File: src/rtl/dma_prq_pkg.sv
package dma_prq_pkg;

    typedef enum logic [1:0] {
        QUAL_NONE   = 2'b00,
        QUAL_SINGLE = 2'b01,
        QUAL_BURST  = 2'b10,
        QUAL_RSVD   = 2'b11
    } wfp_qual_e;

    typedef enum logic {
        KIND_SINGLE = 1'b0,
        KIND_BURST  = 1'b1
    } req_kind_e;

    typedef struct packed {
        req_kind_e kind;
        logic      last;
    } req_flags_t;

    typedef enum logic {
        RQ_OPEN = 1'b0,
        RQ_HELD = 1'b1
    } req_state_e;

    typedef enum logic [1:0] {
        AK_IDLE   = 2'b00,
        AK_ACTIVE = 2'b01,
        AK_DRAIN  = 2'b10
    } ack_state_e;

    localparam int TYPE_W = 2;
    localparam int CODE_W = 2;

    function automatic req_kind_e decode_kind(input logic [TYPE_W-1:0] t);
        return (t == 2'b01) ? KIND_BURST : KIND_SINGLE;
    endfunction

    function automatic req_flags_t resolve_flags(input wfp_qual_e q,
                                                 input logic [TYPE_W-1:0] t,
                                                 input logic l);
        req_flags_t f;
        case (q)
            QUAL_SINGLE: begin f.kind = KIND_SINGLE; f.last = 1'b0; end
            QUAL_BURST:  begin f.kind = KIND_BURST;  f.last = 1'b0; end
            default:     begin f.kind = decode_kind(t); f.last = l; end
        endcase
        return f;
    endfunction

endpackage

File: src/rtl/prq_sync.sv
module prq_sync #(
    parameter int WIDTH  = 1,
    parameter int STAGES = 2
) (
    input  logic             clk,
    input  logic             rst,
    input  logic [WIDTH-1:0] d,
    output logic [WIDTH-1:0] q
);
    logic [WIDTH-1:0] stg [STAGES];

    always_ff @(posedge clk) begin
        if (rst) begin
            for (int i = 0; i < STAGES; i++) stg[i] <= '0;
        end else begin
            stg[0] <= d;
            for (int i = 1; i < STAGES; i++) stg[i] <= stg[i-1];
        end
    end

    assign q = stg[STAGES-1];
endmodule

File: src/rtl/prq_req_chan.sv
module prq_req_chan
    import dma_prq_pkg::*;
(
    input  logic              clk,
    input  logic              rst,
    input  logic              valid_s,
    input  logic [TYPE_W-1:0] type_s,
    input  logic              last_s,
    input  logic              sel,
    input  wfp_qual_e         qual,
    output logic              ready,
    output req_flags_t        flags,
    output logic              capture
);
    req_state_e st;

    assign capture = (st == RQ_OPEN) && valid_s && sel;
    assign ready   = (st == RQ_OPEN);

    always_ff @(posedge clk) begin
        if (rst) begin
            st    <= RQ_OPEN;
            flags <= '0;
        end else begin
            case (st)
                RQ_OPEN: if (capture) begin
                    st    <= RQ_HELD;
                    flags <= resolve_flags(qual, type_s, last_s);
                end
                RQ_HELD: if (!valid_s) st <= RQ_OPEN;
                default: st <= RQ_OPEN;
            endcase
        end
    end

    assert_ready_drop_R6: assert property (@(posedge clk) disable iff (rst)
        capture |=> !ready);
    assert_hold_until_release_R6: assert property (@(posedge clk) disable iff (rst)
        (!ready && valid_s) |=> !ready);
    assert_flags_stable_R2: assert property (@(posedge clk) disable iff (rst)
        !capture |=> $stable(flags));
    assert_override_last_R5: assert property (@(posedge clk) disable iff (rst)
        (capture && (qual == QUAL_SINGLE || qual == QUAL_BURST)) |=> !flags.last);
endmodule

File: src/rtl/prq_ack_chan.sv
module prq_ack_chan
    import dma_prq_pkg::*;
(
    input  logic              clk,
    input  logic              rst,
    input  logic              start,
    input  logic [CODE_W-1:0] code,
    input  logic              rdy_s,
    output logic              ack_valid,
    output logic [CODE_W-1:0] ack_type
);
    ack_state_e st;

    assign ack_valid = (st == AK_ACTIVE);

    always_ff @(posedge clk) begin
        if (rst) begin
            st       <= AK_IDLE;
            ack_type <= '0;
        end else begin
            case (st)
                AK_IDLE:   if (start) begin
                    st       <= AK_ACTIVE;
                    ack_type <= code;
                end
                AK_ACTIVE: if (rdy_s)  st <= AK_DRAIN;
                AK_DRAIN:  if (!rdy_s) st <= AK_IDLE;
                default:   st <= AK_IDLE;
            endcase
        end
    end

    assert_ack_hold_R8: assert property (@(posedge clk) disable iff (rst)
        (ack_valid && !rdy_s) |=> (ack_valid && $stable(ack_type)));
    assert_busy_ignore_R9: assert property (@(posedge clk) disable iff (rst)
        (st != AK_IDLE) |=> $stable(ack_type));
endmodule

File: src/rtl/dma_periph_req_if.sv
module dma_periph_req_if
    import dma_prq_pkg::*;
#(
    parameter int NUM_CH      = 4,
    parameter int SYNC_STAGES = 2,
    parameter int CHW         = (NUM_CH > 1) ? $clog2(NUM_CH) : 1
) (
    input  logic                     clk,
    input  logic                     rst,
    input  logic [NUM_CH-1:0]        req_valid,
    input  logic [2*NUM_CH-1:0]      req_type,
    input  logic [NUM_CH-1:0]        req_last,
    output logic [NUM_CH-1:0]        req_ready,
    input  logic                     wait_en,
    input  logic [CHW-1:0]           wait_ch,
    input  logic [1:0]               wait_qual,
    output logic                     wait_done,
    output logic [NUM_CH-1:0]        flag_burst,
    output logic [NUM_CH-1:0]        flag_last,
    input  logic                     done_req,
    input  logic [CHW-1:0]           done_ch,
    input  logic [1:0]               done_code,
    output logic [NUM_CH-1:0]        ack_valid,
    output logic [2*NUM_CH-1:0]      ack_type,
    input  logic [NUM_CH-1:0]        ack_ready
);
    localparam int SYNC_W = TYPE_W + 3;

    wfp_qual_e          qual;
    logic [NUM_CH-1:0]  cap;

    assign qual = wfp_qual_e'(wait_qual);

    for (genvar i = 0; i < NUM_CH; i++) begin : g_ch
        logic [SYNC_W-1:0] raw, synced;
        req_flags_t        fl;

        assign raw = {ack_ready[i], req_last[i], req_type[2*i +: 2], req_valid[i]};

        prq_sync #(.WIDTH(SYNC_W), .STAGES(SYNC_STAGES)) u_sync (
            .clk (clk),
            .rst (rst),
            .d   (raw),
            .q   (synced)
        );

        prq_req_chan u_req (
            .clk     (clk),
            .rst     (rst),
            .valid_s (synced[0]),
            .type_s  (synced[2:1]),
            .last_s  (synced[3]),
            .sel     (wait_en && (wait_ch == CHW'(i))),
            .qual    (qual),
            .ready   (req_ready[i]),
            .flags   (fl),
            .capture (cap[i])
        );

        assign flag_burst[i] = (fl.kind == KIND_BURST);
        assign flag_last[i]  = fl.last;

        prq_ack_chan u_ack (
            .clk       (clk),
            .rst       (rst),
            .start     (done_req && (done_ch == CHW'(i))),
            .code      (done_code),
            .rdy_s     (synced[4]),
            .ack_valid (ack_valid[i]),
            .ack_type  (ack_type[2*i +: 2])
        );
    end

    always_ff @(posedge clk) begin
        if (rst) wait_done <= 1'b0;
        else     wait_done <= |cap;
    end

    assert_single_capture_R2: assert property (@(posedge clk) disable iff (rst)
        $onehot0(cap));
    assert_done_pulse_R7: assert property (@(posedge clk) disable iff (rst)
        (|cap) |=> wait_done);
    assert_done_needs_capture_R7: assert property (@(posedge clk) disable iff (rst)
        (cap == '0) |=> !wait_done);
endmodule

File: config.mk
export PLATFORM = sky130hd
export DESIGN_NAME = dma_periph_req_if
export DESIGN_NICKNAME = d
export VERILOG_FILES = /design/src/rtl/dma_prq_pkg.sv /design/src/rtl/prq_sync.sv /design/src/rtl/prq_req_chan.sv /design/src/rtl/prq_ack_chan.sv /design/src/rtl/dma_periph_req_if.sv
export SDC_FILE = /design/constraint.sdc
export NUM_CORES = 1
export LEC_CHECK = 0
export BUFFER_PORTS_ARGS = -buffer_cell sky130_fd_sc_hd__buf_4
export CAP_MARGIN = 25
export CORE_MARGIN = 2
export CORE_UTILIZATION = 37
export CTS_CLUSTER_SIZE = 10
export DETAILED_ROUTE_END_ITERATION = 8
export PLACE_DENSITY_LB_ADDON = 0.05
export SYNTH_ARGS = -nofsm -noshare
export SYNTH_HDL_FRONTEND = slang
export SYNTH_SLANG_ARGS = --single-unit
File: constraint.sdc
create_clock -name clk -period 1.5 [get_ports clk]
set_input_delay 0.3 -clock clk [delete_from_list [all_inputs] [get_ports clk]]
set_output_delay 0.3 -clock clk [all_outputs]
set_load 0.05 [all_outputs]
# After elaboration in Yosys (flattened, before gate mapping)
# Memory sizes are Yosys's and may differ from the RTL's.
# Cells that the tools add are included.
dict set report op_classes {
  n_eq_ne 32
  muxes 47
  bitwise_logic 12
  reduce_logical 35
}
# cell n
set op_table {}
lappend op_table {{5-bit 2-to-1 mux} 8}
lappend op_table {{2-bit 2-to-1 mux} 12}
lappend op_table {{2-bit case mux with 3 select lines} 4}
lappend op_table {{2-bit by 1-bit equality test with 1-bit output, second input constant} 11}
lappend op_table {{2-bit equality test, second input constant} 9}
lappend op_table {{1-bit logical AND} 16}
lappend op_table {{2-bit inequality test, second input constant} 8}
lappend op_table {{2-bit case mux with 2 select lines} 4}
lappend op_table {{2-bit AND reduction} 8}
lappend op_table {{1-bit 2-to-1 mux} 15}
lappend op_table {{2-bit logical NOT} 6}
lappend op_table {{3-bit AND reduction} 4}
lappend op_table {{2-bit by 1-bit inequality test with 1-bit output, second input constant} 4}
lappend op_table {{1-bit bitwise OR} 8}
lappend op_table {{1-bit case mux with 2 select lines} 4}
lappend op_table {{1-bit inverter} 4}
lappend op_table {{4-bit OR reduction} 1}
dict set report word_totals {
  register_bits 29
  ram_bits 40
  wordCells 151
  memories 4
}
# name depth word_bits read_ports rd_clocked_by_memory_dff wr line_no
set memory_table {}
lappend memory_table {{g_ch[0].u_sync.stg} 2 5 2 0 2 prq_sync.sv:10} ;# logic [WIDTH-1:0] stg [STAGES];
lappend memory_table {{g_ch[1].u_sync.stg} 2 5 2 0 2 prq_sync.sv:10}
lappend memory_table {{g_ch[2].u_sync.stg} 2 5 2 0 2 prq_sync.sv:10}
lappend memory_table {{g_ch[3].u_sync.stg} 2 5 2 0 2 prq_sync.sv:10}

# Depth between registers and ports, before layout
# Gate-level depths: netlist (run 1).
dict set report logic_depth {
  ltp_word 5
  ltp_mapped 6
}

# Cells and area by module
# From an unflattened synthesis (run 1), not the netlist that was laid out.
dict set report unflattened {
  hier_cells 249
  area_unflattened_um2 2682.6
}
# module instances cells_each area_each_um2
set modules_own_cells {}
lappend modules_own_cells {prq_sync 4 25 300.3}
lappend modules_own_cells {prq_ack_chan 4 17 185.2}
lappend modules_own_cells {prq_req_chan 4 17 162.7}
lappend modules_own_cells {dma_periph_req_if 1 13 90.1}

# Worst setup path after synthesis (run 1)
# No wires, ideal clock.
dict set report synth_timing {
  path_type {input to register}
  start {input wait_qual[0]}
  end {register g_ch[2].u_req.flags[1] (netlist name)}
  setup_ns 0.088
  arrival_ns 1.253
  slack_ns 0.158
  path_stages 6
  n_path_buf 1
  cell_sequence {inv_1 -> ha_1 -> buf_2 -> nor2b_1 -> a31oi_1 -> a311oi_2}
}
dict set report synth_between {
  elab_chain_cells 2
}
# item line_no
set synth_lines {}
lappend synth_lines {{start: declaration} dma_periph_req_if.sv:16} ;# input logic [1:0] wait_qual,
lappend synth_lines {{2-bit equality test / 2-bit by 1-bit equality test with 1-bit output (equally long branches)} dma_prq_pkg.sv:42} ;# case (q)
lappend synth_lines {{2-bit case mux with 2 select lines *} dma_prq_pkg.sv:42}
lappend synth_lines {{end signal: assignment} prq_req_chan.sv:28} ;# flags <= resolve_flags(qual, type_s, last_s);
lappend synth_lines {{end: declaration} prq_req_chan.sv:12} ;# output req_flags_t flags,
# Mark *: on every way between the ends. The rest lies on a longest branch, timed or not.
# A chain may end at the register's enable or synchronous reset.

# Final worst setup path (run 1)
dict set report layout_timing {
  start {register g_ch[3].u_ack.st[0]}
  end {output ack_valid[3]}
}
dict set report layout_between {
  elab_chain_cells 1
}
# item line_no
set layout_lines {}
lappend layout_lines {{start: declaration} prq_ack_chan.sv:12} ;# ack_state_e st;
lappend layout_lines {{start signal: assignment} prq_ack_chan.sv:18} ;# st <= AK_IDLE;
lappend layout_lines {{start signal: assignment} prq_ack_chan.sv:23} ;# st <= AK_ACTIVE;
lappend layout_lines {{start signal: assignment} prq_ack_chan.sv:26} ;# AK_ACTIVE: if (rdy_s) st <= AK_DRAIN;
lappend layout_lines {{2-bit by 1-bit equality test with 1-bit output} prq_ack_chan.sv:14} ;# assign ack_valid = (st == AK_ACTIVE);
lappend layout_lines {{end: declaration} dma_periph_req_if.sv:23} ;# output logic [NUM_CH-1:0] ack_valid,
# No other way between the ends.

==> Flow_metrics.wiki, run 1 <==
{| class="wikitable"
! Metric !! Value
|-
| Unique masters post-synth || 36
|-
| Hpwl dp || 3310 microns
|-
| Detailed-route DRC error count || 3
|-
| Worst hold path stage count || 2
|-
| Core outline area || 6420 sq um
|-
| Ordered cell list for the critical path || nor2b_1 -> buf_4
|-
| Clock Tree Buf Depth || 2
|-
| Mean instance size in the synthesized netlist || 10.5 sq um
|-
| Initial DRC count || 67
|-
| TritonCTS clock tree || done
|-
| Number of search-and-repair iterations in the first detailed-routing pass || 5
|-
| Die X-Extent || 85.8 microns
|-
| Final setup slack of the worst path || 88.1 ps
|-
| Largest voltage drop on the vdd net || 548 uV
|-
| Final critical delay including setup and external delays || 1410 ps
|-
| Remaining global-route overflow || 0
|-
| Syn Nets || 270
|-
| Register clock-pin slew on the reported worst setup and hold paths || 80 ps
|-
| DR vias || 1724
|-
| DP Area || 2910 sq um
|-
| Via/cell ratio || 4.63
|-
| Pwr/cell area || 1150 nW/um^2
|-
| Slew at the pin closest to its max-slew limit || 370 ps
|-
| Total track usage || 0.137
|-
| Area share of the leading cell type in the synthesized netlist || 0.557
|-
| Synth Register Bits || 69
|-
| Total clock buffers created by CTS || 9
|-
| Commonest non-fill, non-tap cell in the layout || sky130_fd_sc_hd__dfxtp_1
|-
| Delay of the slowest cell on the worst path || 370 ps
|-
| Final Skew || 5.29 ps
|-
| Number of global-route vias before repair || 1669
|-
| Floorplan die area || 7370 sq um
|-
| # port buffers || 56
|-
| Global-route wire length before repair || 7750 microns
|-
| Clock tree sinks || 69
|-
| HP Class || in -> reg
|-
| Maximum net fanout on the critical path || 5
|-
| H-tree levels || 3
|-
| Data required time at the worst endpoint || 1200 ps
|-
| Final setup violation count || 0
|-
| RSZ-0062 raised after global routing || no
|-
| Final hold vios || 0
|-
| Pin count of the biggest net entering global routing || 35
|-
| Post-synthesis instance total || 237
|-
| Part of the Yosys area used for sequential elements || 0.557
|-
| Max-slew violation total from the final report || 0
|-
| Reported leakage power || 0.00122 uW
|-
| Cell type of the slowest stage on the worst timing path || sky130_fd_sc_hd__dfxtp_2
|-
| Std-Cell Rows || 29
|-
| Critical path endpoint category || output port
|-
| CP Data Arrival Time || 1110 ps
|-
| Number of buffer and inverter stages on the critical path || 1
|-
| Setup WS pre-CTS || 91.4 ps
|-
| Layout cells sized above 1 || 0.312
|-
| Worst hold slack after final layout || 170 ps
|-
| Vert. Die Dim || 85.8 microns
|-
| Antenna Violating Nets Remaining || 0
|-
| Average wire per standard cell || 12.4 microns
|-
| Post-CTS setup buffers || 0
|-
| Max_cap viols || 0
|-
| Antenna diode count || 0
|-
| Yosys synthesis warning count || 0
|-
| Cell family with most CP delay || flip-flops
|-
| Final nets || 323
|-
| Violations in the final reports || DRC
|-
| Total wire length after detailed routing || 4620 microns
|-
| Post-synthesis cell area || 2480 sq um
|-
| Launching element type of the critical path || flip-flop
|-
| Setup total negative slack || 0 ps
|-
| I/O Pins || 57
|-
| Routability-driven placement congestion ratio || 0.722
|-
| F_max || 0.708 GHz
|-
| Biggest area consumer among synthesized cells || sky130_fd_sc_hd__dfxtp_1
|-
| Hold-fix buffers at CTS || 0
|-
| Ratio of final minimum period to clock period || 0.941
|-
| Synthesis-to-layout area growth || 24.9%
|-
| Antenna violations before repair || 0
|-
| Total non-filler cell area in the finished layout || 3100 sq um
|-
| Starting utilization of the core area || 0.386
|-
| Commonest non-fill, non-tap cells in the layout || sky130_fd_sc_hd__dfxtp_1 (65), sky130_fd_sc_hd__buf_4 (61), sky130_fd_sc_hd__nor2b_1 (45)
|-
| Worst reg-to-reg path cell count || 3
|-
| Relative max-transition margin || 0.753
|-
| Clock latency at the later pin of the worst-skew pair || 330 ps
|-
| Cell at the root of the clock tree || sky130_fd_sc_hd__clkbuf_8
|-
| Largest cells by area after synthesis || sky130_fd_sc_hd__dfxtp_1 (56%), sky130_fd_sc_hd__nor2b_1 (12%), sky130_fd_sc_hd__a21oi_1 (3.2%)
|-
| Run status || finished, violations left
|-
| Category of the most critical setup path || reg -> out
|-
| Logic depth of the worst path, buffers included || 2
|}
report_power, final:
part	switching, uW	leakage [uW]	internal [uW]	total, uW
clock network	704	0.0000856	604	1310
registers	27.4	0.000567	1900	1930
logic	178	0.000565	148	327
per-stage QoR:
| stage | power (uW) | std cells | util |
|---|---|---|---|
| 2_1_floorplan | 2170 | 237 | - |
| 3_3_place_gp | 2290 | 356 | 0.454 |
| 3_5_place_dp | 2300 | 356 | 0.454 |
| 4_1_cts | 3620 | 372 | 0.481 |
| 5_1_grt | 3760 | 372 | 0.482 |
| 6_report | 3560 | 372 | 0.482 |
cell usage after synthesis:
master and n:
sky130_fd_sc_hd__a211oi_1 1, sky130_fd_sc_hd__a21bo_1 1, sky130_fd_sc_hd__a21bo_2 2, sky130_fd_sc_hd__a21oi_1 16
sky130_fd_sc_hd__a21oi_2 2, sky130_fd_sc_hd__a22oi_1 4, sky130_fd_sc_hd__a311oi_1 3, sky130_fd_sc_hd__a311oi_2 1
sky130_fd_sc_hd__a31oi_1 5, sky130_fd_sc_hd__and2b_1 1, sky130_fd_sc_hd__and3b_1 1, sky130_fd_sc_hd__and4b_4 1
sky130_fd_sc_hd__and4bb_1 1, sky130_fd_sc_hd__and4bb_2 1, sky130_fd_sc_hd__buf_2 2, sky130_fd_sc_hd__buf_4 8
sky130_fd_sc_hd__buf_6 2, sky130_fd_sc_hd__clkbuf_1 6, sky130_fd_sc_hd__clkbuf_2 1, sky130_fd_sc_hd__dfxtp_1 69
sky130_fd_sc_hd__ha_1 1, sky130_fd_sc_hd__inv_1 14, sky130_fd_sc_hd__nand2_1 4, sky130_fd_sc_hd__nand2b_1 2
sky130_fd_sc_hd__nand3_1 7, sky130_fd_sc_hd__nand4_1 6, sky130_fd_sc_hd__nand4bb_1 1, sky130_fd_sc_hd__nor2_1 5
sky130_fd_sc_hd__nor2b_1 46, sky130_fd_sc_hd__nor3_1 4, sky130_fd_sc_hd__nor3b_1 3, sky130_fd_sc_hd__nor3b_4 1
sky130_fd_sc_hd__nor4b_2 2, sky130_fd_sc_hd__o21ai_0 1, sky130_fd_sc_hd__o41ai_1 8, sky130_fd_sc_hd__xnor2_1 4
layout make-up:
cell class / instances / area, sq um
Fill cell: 646 / 3330
Sequential cell: 69 / 1390
Multi-Input combinational cell: 135 / 927
Timing Repair Buffer: 61 / 458
Clock buffer: 9 / 124
Tap cell: 77 / 96.3
Inverter: 14 / 52.6
Clock inverter: 7 / 51.3
metal layers:
| metal | GRT usage | up-vias | part of all wire |
|---|---|---|---|
| li1 | - | 915 | - |
| met1 | 0.191 | 767 | 0.52 |
| met2 | 0.194 | 34 | 0.42 |
| met3 | 0.0356 | 8 | 0.045 |
| met4 | 0.0736 | 0 | 0.017 |
| met5 | 0 | - | 0 |
sequential cells by signal, summed over array words and instances, names as in the netlist:
register and flops:
g_ch.u_req.flags 8, g_ch.u_req.st 4, g_ch.u_ack.st 8, g_ch.u_ack.ack_type 8
g_ch.u_sync.stg 40, wait_done 1
worst paths after layout:
kind,slack (ps),endpoint,from
setup / recovery,90,ack_valid[3],g_ch[3].u_ack.st[0]
hold / removal,170,g_ch[1].u_sync.stg[0][2],req_type[3]
setup reg to reg,410,g_ch[0].u_ack.ack_type[0],g_ch[0].u_ack.st[1]
hold reg to reg,440,g_ch[3].u_sync.stg[0][5],g_ch[3].u_sync.stg[0][0]
cells by family (layout without fill, tap and decap cells):
family / Yosys count / in the layout / share of synthesized area
xor+xnor: 4 / 4 / 0.0141
flops: 69 / 69 / 0.557
buf+inv: 33 / 91 / 0.0697
compound gates: 44 / 44 / 0.126
simple gates: 86 / 86 / 0.228
fa+ha+maj: 1 / 1 / 0.00505
repair_timing:
action / CTS / global route
setup endpoints to repair: 1 / 3
gates cloned: 0 / 0
pin swaps: 0 / 0
resized for setup: 2 / 3
(Power assumes the default switching activity.)
==> inputs of run 2 (changes only) <==
--- a/config.mk
+++ b/config.mk
@@ -5,10 +5,13 @@
 export SDC_FILE = /design/constraint.sdc
 export NUM_CORES = 1
 export LEC_CHECK = 0
+export ABC_AREA = 1
 export BUFFER_PORTS_ARGS = -buffer_cell sky130_fd_sc_hd__buf_4
 export CAP_MARGIN = 25
+export CELL_PAD_IN_SITES_DETAIL_PLACEMENT = 1
+export CELL_PAD_IN_SITES_GLOBAL_PLACEMENT = 2
 export CORE_MARGIN = 2
-export CORE_UTILIZATION = 37
+export CORE_UTILIZATION = 29
 export CTS_CLUSTER_SIZE = 10
 export DETAILED_ROUTE_END_ITERATION = 8
 export PLACE_DENSITY_LB_ADDON = 0.05
==> Flow_metrics.wiki, run 2 <==
{| class="wikitable"
! Metric !! Value
|-
| Run status || complete, no violations
|-
| Largest cells by area after synthesis || sky130_fd_sc_hd__dfxtp_1 (54%), sky130_fd_sc_hd__nor2_1 (13%), sky130_fd_sc_hd__inv_1 (11%)
|-
| Via/cell ratio || 4.12 (-11%)
|-
| Unique masters post-synth || 18 (-50%)
|-
| Commonest cells in the netlist || sky130_fd_sc_hd__nor2_1 (89), sky130_fd_sc_hd__inv_1 (72), sky130_fd_sc_hd__dfxtp_1 (69)
|-
| Part of the Yosys area used for sequential elements || 0.545 (-0.0124)
|-
| Floorplan die area || 9510 sq um (+29%)
|-
| Fraction of met2 tracks used by global routing || 0.203 (+0.00876)
|-
| Data required time at the worst endpoint || 1200 ps (about the same)
|-
| Starting utilization of the core area || 0.295 (-0.0909)
|-
| Antenna diode count || 0 (unchanged)
|-
| Total wire length after detailed routing || 5260 microns (+14%)
|-
| Commonest non-fill, non-tap cell in the layout || sky130_fd_sc_hd__nor2_1
|-
| Relative max-transition margin || 0.815 (+0.0621)
|-
| Pwr/cell area || 1130 nW/um^2 (-1.5%)
|-
| Core outline area || 8590 sq um (+34%)
|-
| Reported leakage power || 0.00157 uW (+29%)
|-
| Cell type of the slowest stage on the worst timing path || sky130_fd_sc_hd__dfxtp_1
|-
| Clock latency at the later pin of the worst-skew pair || 340 ps (about the same)
|-
| Setup WS pre-CTS || 128 ps (+36.9 ps)
|-
| Total track usage || 0.120 (-0.0174)
|-
| Global-route wire length before repair || 8950 microns (+16%)
|-
| Category of the most critical setup path || reg -> out
|-
| Ordered cell list for the critical path || inv_1 -> nor2_1 -> buf_4
|-
| Most common cell in the netlist || sky130_fd_sc_hd__nor2_1
|-
| Biggest area consumer among synthesized cells || sky130_fd_sc_hd__dfxtp_1
|-
| Total clock buffers created by CTS || 9 (unchanged)
|-
| Primary flip-flop cell chosen by synthesis mapping || sky130_fd_sc_hd__dfxtp_1
|-
| RSZ-0062 raised after global routing || no
|-
| Setup total negative slack || 0 ps (unchanged)
|-
| CP Data Arrival Time || 1060 ps (-50 ps)
|-
| Cell at the root of the clock tree || sky130_fd_sc_hd__clkbuf_8
|-
| Clock Tree Buf Depth || 2 (unchanged)
|-
| Busiest metal layer after global routing || met2
|-
| Launching element type of the critical path || flip-flop
|-
| Detailed-route DRC error count || 0 (-3)
|-
| Critical path endpoint category || output port
|-
| Final nets || 426 (+32%)
|-
| F_max || 0.735 GHz (+3.7%)
|-
| Syn Nets || 373 (+38%)
|-
| Initial DRC count || 39 (-42%)
|-
| Worst hold path stage count || 3 (+1)
|-
| Antenna Violating Nets Remaining || 0 (unchanged)
|-
| Final Skew || 4.83 ps (-0.452 ps)
|-
| Number of search-and-repair iterations in the first detailed-routing pass || 4 (-1)
|-
| Maximum net fanout on the critical path || 3 (-2)
|-
| DP Area || 3010 sq um (+3.3%)
|-
| Hold-fix buffers at CTS || 0 (unchanged)
|-
| Global-route met1 utilization || 0.133 (-0.0578)
|-
| Post-CTS setup buffers || 0 (unchanged)
|-
| Area share of the leading cell type in the synthesized netlist || 0.545 (-0.0124)
|-
| Routability-driven placement congestion ratio || 0.692 (-4.1%)
|-
| Register clock-pin slew on the reported worst setup and hold paths || 70 ps (about the same)
|-
| Logic depth of the worst path, buffers included || 3 (+1)
|-
| Commonest non-fill, non-tap cells in the layout || sky130_fd_sc_hd__nor2_1 (89), sky130_fd_sc_hd__inv_1 (72), sky130_fd_sc_hd__dfxtp_1 (68)
|-
| Hpwl dp || 3890 microns (+18%)
|-
| Remaining global-route overflow || 0 (unchanged)
|-
| Synth Register Bits || 69 (unchanged)
|-
| Fraction of registers with async set/reset || 0 (unchanged)
|-
| Final setup slack of the worst path || 139 ps (+50.6 ps)
|-
| Number of flops mapped to enable cells by yosys || 0 (unchanged)
|-
| Final hold vios || 0 (unchanged)
|-
| Met3 Use GR || 0.0460 (+0.0104)
|-
| H-tree levels || 3 (unchanged)
|-
| Cell family with most CP delay || flip-flops
|-
| Post-synthesis instance total || 340 (+43%)
|-
| HP Class || in -> reg
|-
| Total area of multi-input combinational cells || 771 sq um (-17%)
|-
| Antenna violations before repair || 0 (unchanged)
|-
| Synthesis-to-layout area growth || 25.4%
|-
| TritonCTS clock tree || done
|-
| Total chip power || 3600 uW (+1.1%)
|-
| Filler cell count || 1099 (+70%)
|-
| Clock tree sinks || 69 (unchanged)
|-
| Cts repair resizes || 0 (-2)
|-
| Final setup violation count || 0 (unchanged)
|-
| Largest voltage drop on the vdd net || 379 uV (-31%)
|-
| Delay of the slowest cell on the worst path || 350 ps (-20 ps)
|-
| Worst reg-to-reg path cell count || 6 (+3)
|-
| Pin count of the biggest net entering global routing || 54 (+54%)
|-
| Yosys synthesis warning count || 0 (unchanged)
|-
| Mean instance size in the synthesized netlist || 7.46 sq um (-29%)
|-
| Number of buffer and inverter stages on the critical path || 2 (+1)
|-
| DR vias || 2081 (+21%)
|-
| Ratio of final minimum period to clock period || 0.907 (-0.0338)
|-
| Layout cells sized above 1 || 0.199 (-0.113)
|-
| Max_cap viols || 0 (unchanged)
|-
| Vert. Die Dim || 97.5 microns (+14%)
|-
| Slew at the pin closest to its max-slew limit || 277 ps (-92.7 ps)
|-
| Number of global-route vias before repair || 2042 (+22%)
|-
| Reg with most FFs || g_ch.u_sync.stg
|-
| Die X-Extent || 97.5 microns (+14%)
|-
| Max-slew violation total from the final report || 0 (unchanged)
|-
| Total non-filler cell area in the finished layout || 3180 sq um (+2.7%)
|-
| Largest register FFs || 40 (unchanged)
|-
| Average wire per standard cell || 10.4 microns (-16%)
|-
| Final critical delay including setup and external delays || 1360 ps (-50.6 ps)
|-
| # port buffers || 56 (unchanged)
|-
| Fin util || 0.370 (-0.112)
|-
| Std-Cell Rows || 34 (+17%)
|-
| Post-synthesis cell area || 2530 sq um (+2.3%)
|-
| Seq. cell area || 1380 sq um (-0.27%)
|-
| I/O Pins || 57 (unchanged)
|}
-- run 2: worst paths after layout --
path	from	end	slack, ps
setup / recovery	g_ch[1].u_ack.st[0]	ack_valid[1]	140
hold / removal	req_type[5]	g_ch[2].u_sync.stg[0][2]	160
setup reg to reg	g_ch[2].u_sync.stg[0][5]	wait_done	510
hold reg to reg	g_ch[2].u_sync.stg[0][1]	g_ch[2].u_sync.stg[0][6]	400
-- run 2: cells by family (layout without fill, tap and decap cells) --
logic type / count (synthesis) / after routing / synth area share
simple gates: 157 / 157 / 0.251
buf+inv: 89 / 146 / 0.151
flops: 69 / 69 / 0.545
compound gates: 24 / 24 / 0.0484
fa+ha+maj: 1 / 1 / 0.00494
-- run 2: power by group --
group          internal (uW)  switching, uW
logic                    142            217
registers               1900           28.9
clock network            624            685
total                   2670            931
-- run 2: area by class of cell --
class	instances	area share
clock buffer	10	0.0433
clock inverter	5	0.00866
inverter	73	0.0862
multi-input combinational	182	0.242
sequential	69	0.435
tap	108	0.0425
timing repair buffer	58	0.142
-- run 2: metal layers --
metal	share of wire	wire, microns	up-vias
met5	0	0	-
li1	-	-	1088
met2	0.48	2520	44
met1	0.44	2340	940
met4	0.021	111	0
met3	0.054	286	9
-- run 2: tightest hold or removal path, cell delays in order --
cell	delay, ps
sky130_fd_sc_hd__buf_4	70
sky130_fd_sc_hd__inv_1	30
sky130_fd_sc_hd__nor2_1	60
-- run 2: per-stage QoR --
stage / instances / hold WS, ps
floorplan: 340 / 388
global placement: 490 / 392
detailed placement: 490 / 396
CTS: 505 / 143
global route: 505 / 143
finish: 505 / 158
==> inputs of run 3 (changes only) <==
--- a/config.mk
+++ b/config.mk
@@ -9,9 +9,9 @@
 export BUFFER_PORTS_ARGS = -buffer_cell sky130_fd_sc_hd__buf_4
 export CAP_MARGIN = 25
 export CELL_PAD_IN_SITES_DETAIL_PLACEMENT = 1
-export CELL_PAD_IN_SITES_GLOBAL_PLACEMENT = 2
+export CELL_PAD_IN_SITES_GLOBAL_PLACEMENT = 1
 export CORE_MARGIN = 2
-export CORE_UTILIZATION = 29
+export CORE_UTILIZATION = 37
 export CTS_CLUSTER_SIZE = 10
 export DETAILED_ROUTE_END_ITERATION = 8
 export PLACE_DENSITY_LB_ADDON = 0.05
==> Flow_metrics.wiki, run 3 (synthesis results as in run 2) <==
{| class="wikitable"
! Metric !! Value
|-
| Critical path endpoint category || output port
|-
| Filler cell count || 880 (-20%)
|-
| Total clock buffers created by CTS || 9 (unchanged)
|-
| Internal || 2770 uW (+3.9%)
|-
| Final Skew || 7.86 ps (+3.03 ps)
|-
| F_max || 0.717 GHz (-2.4%)
|-
| Number of buffer and inverter stages on the critical path || 2 (unchanged)
|-
| Clock tree sinks || 69 (unchanged)
|-
| Antenna violations before repair || 0 (unchanged)
|-
| Initial DRC count || 43 (+10%)
|-
| Run status || complete, no violations
|-
| Std-Cell Rows || 30 (-12%)
|-
| Clock Tree Buf Depth || 2 (unchanged)
|-
| Fin util || 0.469 (+0.0995)
|-
| Cell Count Post-Placement || 464 (-5.3%)
|-
| Cell type of the slowest stage on the worst timing path || sky130_fd_sc_hd__dfxtp_1
|-
| Global-route wire length before repair || 8720 microns (-2.5%)
|-
| Worst hold path stage count || 3 (unchanged)
|-
| Max-slew violation total from the final report || 0 (unchanged)
|-
| Relative max-transition margin || 0.810 (-0.00529)
|-
| Largest voltage drop on the vdd net || 543 uV (+43%)
|-
| Ratio of final minimum period to clock period || 0.930 (+0.0224)
|-
| Pin count of the biggest net entering global routing || 25 (-54%)
|-
| Register clock-pin slew on the reported worst setup and hold paths || 70 ps (about the same)
|-
| Max Used Layer || met4
|-
| Hold-fix buffers at CTS || 0 (unchanged)
|-
| Worst R2R Start || g_ch[2].u_sync.stg[0][5]
|-
| Terminus of the critical flop-to-flop path || g_ch[2].u_req.flags[1]
|-
| Sink of the worst hold path || g_ch[1].u_sync.stg[0][4]
|-
| Antenna diode count || 0 (unchanged)
|-
| Delay of the slowest cell on the worst path || 380 ps (+30 ps)
|-
| HP Class || in -> reg
|-
| Final hold vios || 0 (unchanged)
|-
| H-tree levels || 3 (unchanged)
|-
| Cts repair resizes || 0 (unchanged)
|-
| Reported leakage power || 0.00158 uW (+0.55%)
|-
| Fraction of power spent switching nets || 0.237 (-0.0215)
|-
| Total track usage || 0.149 (+0.0295)
|-
| Maximum net fanout on the critical path || 4 (+1)
|-
| Final critical delay including setup and external delays || 1390 ps (+33.7 ps)
|-
| Number of global-route vias before repair || 2004 (-1.9%)
|-
| Routability-driven placement congestion ratio || 0.760 (+9.8%)
|-
| Core outline area || 6720 sq um (-22%)
|-
| Clock latency at the later pin of the worst-skew pair || 330 ps (about the same)
|-
| Commonest non-fill, non-tap cells in the layout || sky130_fd_sc_hd__nor2_1 (89), sky130_fd_sc_hd__inv_1 (72), sky130_fd_sc_hd__dfxtp_1 (69)
|-
| Vert. Die Dim || 86.8 microns (-11%)
|-
| Pwr/cell area || 1150 nW/um^2 (+1.8%)
|-
| Worst reg-to-reg path cell count || 6 (unchanged)
|-
| Number of search-and-repair iterations in the first detailed-routing pass || 4 (unchanged)
|-
| Final nets || 428 (+0.47%)
|-
| Layout cells sized above 1 || 0.195 (-0.00350)
|-
| Worst reg2reg setup slack || 500 ps (about the same)
|-
| I/O Pins || 57 (unchanged)
|-
| Max_cap viols || 0 (unchanged)
|-
| Routed met3 length || 209 microns (-27%)
|-
| Category of the most critical setup path || reg -> out
|-
| Final non-filler cell total || 479 (-5.1%)
|-
| Largest register FFs || 40 (unchanged)
|-
| Average wire per standard cell || 10.2 microns (-1.6%)
|-
| Combinational share of power || 0.099 (about the same)
|-
| Share of power burned in the clock network || 0.369 (+0.006)
|-
| Launching element type of the critical path || flip-flop
|-
| Cell at the root of the clock tree || sky130_fd_sc_hd__clkbuf_8
|-
| Routed length on met2 || 2370 microns (-6.2%)
|-
| Die X-Extent || 86.8 microns (-11%)
|-
| Post-CTS setup buffers || 0 (unchanged)
|-
| Cell family with most CP delay || flip-flops
|-
| Flop pwr share || 0.532 (-0.005)
|-
| Reg with most FFs || g_ch.u_sync.stg
|-
| Antenna Violating Nets Remaining || 0 (unchanged)
|-
| Detailed-route DRC error count || 0 (unchanged)
|-
| Synthesis-to-layout area growth || 24.4%
|-
| Setup total negative slack || 0 ps (unchanged)
|-
| Data required time at the worst endpoint || 1200 ps (about the same)
|-
| Final setup violation count || 0 (unchanged)
|-
| # port buffers || 56 (unchanged)
|-
| Floorplan die area || 7530 sq um (-21%)
|-
| Commonest non-fill, non-tap cell in the layout || sky130_fd_sc_hd__nor2_1
|-
| Remaining global-route overflow || 0 (unchanged)
|-
| CP Data Arrival Time || 1090 ps (+30 ps)
|-
| Ordered cell list for the critical path || inv_1 -> nor2_1 -> buf_4
|-
| Wire length on met1 || 2250 microns (-3.6%)
|-
| Net load switching power || 861 uW (-7.4%)
|-
| Hpwl dp || 3720 microns (-4.2%)
|-
| Via/cell ratio || 4.34 (+5.4%)
|-
| Total chip power || 3630 uW (+0.95%)
|-
| Startpoint of the most critical hold path || ack_ready[1]
|-
| Total wire length after detailed routing || 4910 microns (-6.7%)
|-
| DR vias || 2081 (unchanged)
|-
| TritonCTS clock tree || done
|-
| DP Area || 2980 sq um (-1.1%)
|-
| RSZ-0062 raised after global routing || no
|-
| Slew at the pin closest to its max-slew limit || 285 ps (+7.92 ps)
|-
| Total non-filler cell area in the finished layout || 3150 sq um (-0.79%)
|-
| Starting utilization of the core area || 0.377 (+0.0823)
|-
| Logic depth of the worst path, buffers included || 3 (unchanged)
|}
-- run 3: cell count changes in the layout (fill, tap and decap cells not counted), sizes merged --
cell	change
clkinv	-3
clkbuf	+4
buf	+2
clkinvlp	-1
-- run 3: per-stage QoR --
step	setup slack [ps]	hold slack [ps]
CTS	72.0	154
global route	13.9	159
global placement	226	391
floorplan	310	388
detailed placement	201	395
finish	105	174
-- run 3: worst max-delay path by stage --
stage | from | endpoint | slack, ps
2_1_floorplan | wait_qual[0] | g_ch[1].u_req.flags[1] | 310
3_3_place_gp | wait_qual[0] | g_ch[1].u_req.flags[1] | 230
6_report | g_ch[2].u_ack.st[0] | ack_valid[2] | 110
5_1_grt | g_ch[3].u_ack.st[0] | ack_valid[3] | 10
4_1_cts | g_ch[3].u_ack.st[0] | ack_valid[3] | 70
3_5_place_dp | wait_qual[1] | g_ch[3].u_req.flags[1] | 200
-- run 3: worst min-delay path, stage by stage --
cell and delay, ps:
sky130_fd_sc_hd__buf_4 70, sky130_fd_sc_hd__inv_1 30, sky130_fd_sc_hd__nor2_1 60
-- run 3: layer usage --
layer | vias up | global-route usage
li1 | 1098 | -
met1 | 935 | 0.175
met2 | 42 | 0.250
met3 | 6 | 0.0390
met4 | 0 | 0.0767
met5 | - | 0
-- run 3: power by group through the flow --
| stage | registers [uW] | logic (uW) | clock network (uW) |
|---|---|---|---|
| floorplan | 2020 | 180 | 0 |
| global placement | 1970 | 359 | 0 |
| detailed placement | 1980 | 366 | 0 |
| CTS | 1930 | 366 | 1400 |
| global route | 1940 | 407 | 1500 |
| finish | 1930 | 359 | 1340 |
-- run 3: layout make-up --
type / count / area [sq um] / area share
sequential: 69 / 1380 / 0.438
multi-input combinational: 182 / 771 / 0.244
timing repair buffer: 60 / 450 / 0.143
inverter: 73 / 274 / 0.0869
clock buffer: 14 / 173 / 0.0547
tap: 80 / 100 / 0.0317
clock inverter: 1 / 5.00 / 0.00159
